<file path="config.mk">
export PLATFORM = sky130hd
export DESIGN_NAME = codec_stat_unit
export DESIGN_NICKNAME = d
export VERILOG_FILES = /design/src/rtl/codec_stat_pkg.sv /design/src/rtl/codec_occ_track.sv /design/src/rtl/codec_sticky_flags.sv /design/src/rtl/codec_stat_unit.sv
export SDC_FILE = /design/constraint.sdc
export NUM_CORES = 1
export LEC_CHECK = 0
export CAP_MARGIN = 20
export CORE_MARGIN = 3
export CORE_UTILIZATION = 50
export CTS_CLUSTER_DIAMETER = 80
export DETAILED_ROUTE_END_ITERATION = 8
export GPL_ROUTABILITY_DRIVEN = 0
export GPL_TIMING_DRIVEN = 0
export PLACE_DENSITY = 0.84
export SYNTH_ARGS = -nofsm -noshare
export SYNTH_HDL_FRONTEND = slang
export SYNTH_HIERARCHICAL = 1
export SYNTH_SLANG_ARGS = --single-unit
</file>
<file path="constraint.sdc">
create_clock -name clk -period 3.6 [get_ports clk]
set_input_delay 0.54 -clock clk [delete_from_list [all_inputs] [get_ports clk]]
set_output_delay 0.54 -clock clk [all_outputs]
set_load 0.02 [all_outputs]
</file>
<file path="src/rtl/codec_stat_pkg.sv">
package codec_stat_pkg;
  localparam int FLAG_W   = 5;
  localparam int F_LOW    = 0;
  localparam int F_HIGH   = 1;
  localparam int F_PCM    = 2;
  localparam int F_UNDER  = 3;
  localparam int F_OVER   = 4;
  localparam int STAT_W   = 16;
  localparam int SLOT_LSB = 8;
endpackage

</file>
<file path="src/rtl/codec_occ_track.sv">
module codec_occ_track #(
  parameter int DEPTH  = 8,
  parameter int THRESH = 3,
  localparam int CW    = $clog2(DEPTH + 1)
) (
  input  logic          clk,
  input  logic          rst,
  input  logic          clr,
  input  logic          inc,
  input  logic          dec,
  output logic [CW-1:0] cnt_q,
  output logic [CW-1:0] cnt_nxt,
  output logic          dec_empty,
  output logic          inc_full,
  output logic          fall_hit,
  output logic          rise_hit
);
  localparam logic [CW-1:0] FULL   = CW'(DEPTH);
  localparam logic [CW-1:0] LOWLVL = CW'(THRESH);
  localparam logic [CW-1:0] HILVL  = CW'(DEPTH - THRESH);

  logic inc_ok, dec_ok;

  always_comb begin
    dec_empty = dec && (cnt_q == '0);
    inc_full  = inc && (cnt_q == FULL);
    inc_ok    = inc && !inc_full;
    dec_ok    = dec && !dec_empty;
    cnt_nxt   = cnt_q;
    if (clr)
      cnt_nxt = '0;
    else if (inc_ok && !dec_ok)
      cnt_nxt = cnt_q + 1'b1;
    else if (dec_ok && !inc_ok)
      cnt_nxt = cnt_q - 1'b1;
    fall_hit  = !clr && (cnt_q == LOWLVL + 1'b1) && (cnt_nxt == LOWLVL);
    rise_hit  = !clr && (cnt_q == HILVL - 1'b1) && (cnt_nxt == HILVL);
  end

  always_ff @(posedge clk) begin
    if (rst) cnt_q <= '0;
    else     cnt_q <= cnt_nxt;
  end
endmodule

</file>
<file path="src/rtl/codec_sticky_flags.sv">
module codec_sticky_flags #(
  parameter int N = 5
) (
  input  logic         clk,
  input  logic         rst,
  input  logic         en,
  input  logic         rd,
  input  logic [N-1:0] set,
  output logic [N-1:0] flg_nxt,
  output logic [N-1:0] flg_q
);
  always_comb begin
    for (int i = 0; i < N; i++) begin
      if (!en)       flg_nxt[i] = 1'b0;
      else if (set[i]) flg_nxt[i] = 1'b1;
      else if (rd)   flg_nxt[i] = 1'b0;
      else           flg_nxt[i] = flg_q[i];
    end
  end

  always_ff @(posedge clk) begin
    if (rst) flg_q <= '0;
    else     flg_q <= flg_nxt;
  end
endmodule

</file>
<file path="src/rtl/codec_stat_unit.sv">
module codec_stat_unit
  import codec_stat_pkg::*;
#(
  parameter int DEPTH  = 8,
  parameter int THRESH = 3
) (
  input  logic              clk,
  input  logic              rst,
  input  logic              en,
  input  logic              in_push,
  input  logic              in_pop,
  input  logic              out_push,
  input  logic              out_pop,
  input  logic              pcm_out_full,
  input  logic              pcm_in_empty,
  input  logic              stat_rd,
  input  logic              ie_data,
  input  logic              ie_err,
  input  logic              dma_in_en,
  input  logic              dma_out_en,
  output logic [STAT_W-1:0] status,
  output logic              irq,
  output logic              dma_in_req,
  output logic              dma_out_req
);
  localparam int CW       = $clog2(DEPTH + 1);
  localparam int OCNT_LSB = SLOT_LSB + CW;
  localparam int PAD_W    = SLOT_LSB - FLAG_W;

  logic [CW-1:0]     icnt_q, icnt_nxt, ocnt_q, ocnt_nxt, islots;
  logic              i_under, i_over_unused, i_fall, i_rise_unused;
  logic              o_under_unused, o_over, o_fall_unused, o_rise;
  logic [FLAG_W-1:0] set_v, flg_nxt, flg_q;
  logic [STAT_W-1:0] stat_nxt;

  codec_occ_track #(.DEPTH(DEPTH), .THRESH(THRESH)) u_in_occ (
    .clk(clk), .rst(rst), .clr(!en), .inc(in_push), .dec(in_pop),
    .cnt_q(icnt_q), .cnt_nxt(icnt_nxt), .dec_empty(i_under),
    .inc_full(i_over_unused), .fall_hit(i_fall), .rise_hit(i_rise_unused)
  );

  codec_occ_track #(.DEPTH(DEPTH), .THRESH(THRESH)) u_out_occ (
    .clk(clk), .rst(rst), .clr(!en), .inc(out_push), .dec(out_pop),
    .cnt_q(ocnt_q), .cnt_nxt(ocnt_nxt), .dec_empty(o_under_unused),
    .inc_full(o_over), .fall_hit(o_fall_unused), .rise_hit(o_rise)
  );

  always_comb begin
    set_v          = '0;
    set_v[F_LOW]   = i_fall;
    set_v[F_HIGH]  = o_rise;
    set_v[F_PCM]   = pcm_out_full || pcm_in_empty;
    set_v[F_UNDER] = i_under;
    set_v[F_OVER]  = o_over;
  end

  codec_sticky_flags #(.N(FLAG_W)) u_flags (
    .clk(clk), .rst(rst), .en(en), .rd(stat_rd), .set(set_v),
    .flg_nxt(flg_nxt), .flg_q(flg_q)
  );

  always_comb begin
    islots   = CW'(DEPTH) - icnt_nxt;
    stat_nxt = '0;
    stat_nxt[FLAG_W-1:0]         = flg_nxt;
    stat_nxt[SLOT_LSB +: CW]     = islots;
    stat_nxt[OCNT_LSB +: CW]     = ocnt_nxt;
    stat_nxt[FLAG_W +: PAD_W]    = '0;
  end

  always_ff @(posedge clk) begin
    if (rst) begin
      status      <= '0;
      status[SLOT_LSB +: CW] <= CW'(DEPTH);
      irq         <= 1'b0;
      dma_in_req  <= 1'b0;
      dma_out_req <= 1'b0;
    end else if (!en) begin
      status      <= '0;
      irq         <= 1'b0;
      dma_in_req  <= 1'b0;
      dma_out_req <= 1'b0;
    end else begin
      status      <= stat_nxt;
      irq         <= (ie_data && (flg_nxt[F_LOW] || flg_nxt[F_HIGH] || flg_nxt[F_PCM]))
                  || (ie_err && (flg_nxt[F_UNDER] || flg_nxt[F_OVER]));
      dma_in_req  <= dma_in_en && flg_nxt[F_LOW];
      dma_out_req <= dma_out_en && flg_nxt[F_HIGH];
    end
  end

  logic unused_ok;
  assign unused_ok = &{1'b0, icnt_q, ocnt_q, flg_q, i_over_unused, i_rise_unused,
                       o_under_unused, o_fall_unused};
endmodule

</file>
==> summary.txt <==
Outcome
  • Status: completed

Critical path
  • Worst EP required: just under 4 ns
  • CP Launch Type: flip-flop
  • CP endpoint kind: flip-flop
  • Max FO, Critical Path: 6
  • Crit path kind: reg -> reg
  • Crit path DAT: between 2 and 3 ns

Job
  • Max_cap viols: 0

Final layout
  • Most frequent cells in the layout: dfxtp_1 (29), clkdlybuf4s50_1 (25), nor3_1 (11)
  • Final std cells w/o fill: ~250
  • Util after Layout: 65.2%
  • Antenna cells: 0
  • Layout cell share with drive strength beyond 1: about 15%
  • NumNets Final: ~220
  • Area Growth Syn to Fin: 22.5%
  • Cell area after layout: 0.00201 mm²
  • Most common cell after layout, fill and taps aside: dfxtp_1

Power and ir drop
  • Comb power frac: 22.7%
  • Sw Pwr: approximately 180 µW
  • Worst vdd ir: around 0.30 mV
  • Leakage: 0.883 nW
  • Seq pwr share: between 40% and 50%
  • Power Dens Cells: about 340 mW/mm²
  • Clock Power Share: about 28%
  • Sw Share: 26.9%
  • Int Pwr: approximately 500 µW

Route
  • Starting DRC count in detailed routing: approximately 80
  • DRC violations left: 0
  • Drt pass-1 iters: 4
  • Via count: 1270
  • Post-DR vias/cell: between 5 and 6
  • Post-DRT Antenna Nets: 0
  • Avg WL per Cell: around 13 µm
  • Post-Route WL: ~3.1 mm

Hold path
  • Hold Crit Class: reg -> reg

Clocking
  • Number of hold buffers added after cts: 0
  • Worst skew pair latency: a little over 0.3 ns
  • Clk sinks: 29
  • Reg clk slew, reported paths: roughly 0.08 ns
  • Number of CTS-inserted buffers: 5
  • Setup Buffers After CTS: 0
  • CTS tree: built
  • CTS max path bufs: 2
  • H-tree Lvls: 2
  • Root buf cell: clkbuf_4
  • Cts repair resizes: 0

Die
  • # IOs: 33
  • Die area: ~0.004 mm²
  • Die Width: between 60 and 70 µm
  • Core area: between 0.003 and 0.004 mm²
  • Initial core utilization: between 50% and 60%
  • Chip height: 63.2 µm
  • # rows: 20

Timing
  • Max Fclk: about 0.38 GHz
  • Setup WS post-layout: roughly 0.95 ns
  • Skew final: approximately 0.0030 ns
  • Max Slew Vio Count: 0
  • Fin crit period: 2.65 ns
  • RSZ-0062 raised after global routing: no
  • Setup-failing EPs final: 0
  • Setup Total Neg Slack: 0 ns
  • Fin crit share: 73.6%
  • Endpoints failing hold: 0

Synth
  • Synth Cell Area: 0.00164 mm²
  • Syn avg cell area: 9.81 µm²
  • Gate Count Post-Synth: about 170
  • Synth warn: 6

Placed design
  • Place WS: around 0.77 ns
  • HPWL after DPL: about 2.5 mm
  • PortBufs: 25
  • Placed instance area: 0.00195 mm²
  • # placed instances: 238

Global route
  • First-pass GRT wire length: roughly 5.5 mm
  • Largest net degree at the start of global routing: 13
  • GR Overflow Total: 0
  • Total GRT Usage: between 15 and 20%
  • Initial antenna violation count: 0
  • Vias in the first global route: 1303
-- stage by stage --
stage	hold WS (ns)	power [mW]
CTS	0.628	0.692
floorplan	0.573	0.456
global route	0.653	0.727
global placement	0.585	0.493
detailed placement	0.606	0.501
finish	0.625	0.683
-- sequential cells by signal, summed over array words and instances, names as in the netlist --
name / flops
status: 13
u_flags/flg_q: 5
u_in_occ/cnt_q: 4
u_out_occ/cnt_q: 4
dma_in_req: 1
dma_out_req: 1
irq: 1
-- power by group through the flow --
stage / Clock [mW] / Combinational [mW] / Sequential, mW
final: 0.189 / 0.155 / 0.339
after detailed placement: 0 / 0.154 / 0.347
after CTS: 0.198 / 0.155 / 0.339
after global routing: 0.215 / 0.171 / 0.341
after global placement: 0 / 0.147 / 0.346
after floorplan: 0 / 0.103 / 0.353
-- routing by layer --
| metal | share of wire, % | track usage [%] |
|---|---|---|
| met1 | 42 | 19.3 |
| met2 | 53 | 31.4 |
| met3 | 4.1 | 4.10 |
| met4 | 1.1 | 6.74 |
| met5 | 0 | 0 |
-- path summary, 6_finish.rpt --
kind	startpoint	endpoint	slack, ns	cells past startpoint
max	u_out_occ/cnt_q[1]$_SDFF_PP0_	irq$_SDFF_PP0_	0.95	10
min	u_flags/flg_q[0]$_SDFF_PP0_	u_flags/flg_q[0]$_SDFF_PP0_	0.62	2
max reg2reg	u_out_occ/cnt_q[1]$_SDFF_PP0_	irq$_SDFF_PP0_	0.95	10
min reg2reg	u_flags/flg_q[0]$_SDFF_PP0_	u_flags/flg_q[0]$_SDFF_PP0_	0.62	2
-- final cells by class --
class,instances,area (µm²)
timing repair buffer,25,250
multi-input combinational,121,935
tap,44,55.1
buffer,12,104
inverter,7,26.3
fill,266,1070
clock buffer,7,55.1
sequential,29,581
-- worst max-delay path, stage by stage (launching register included) --
cell and delay (ns):
dfxtp_1 0.43, inv_1 0.13, ha_1 0.27, nand3b_4 0.12, nand2_4 0.06, xnor3_1 0.38
or4_4 0.50, nor3b_1 0.30, o21a_1 0.21, o31ai_1 0.09, a21oi_1 0.11
No activity file was read; power rests on OpenSTA's default activity.
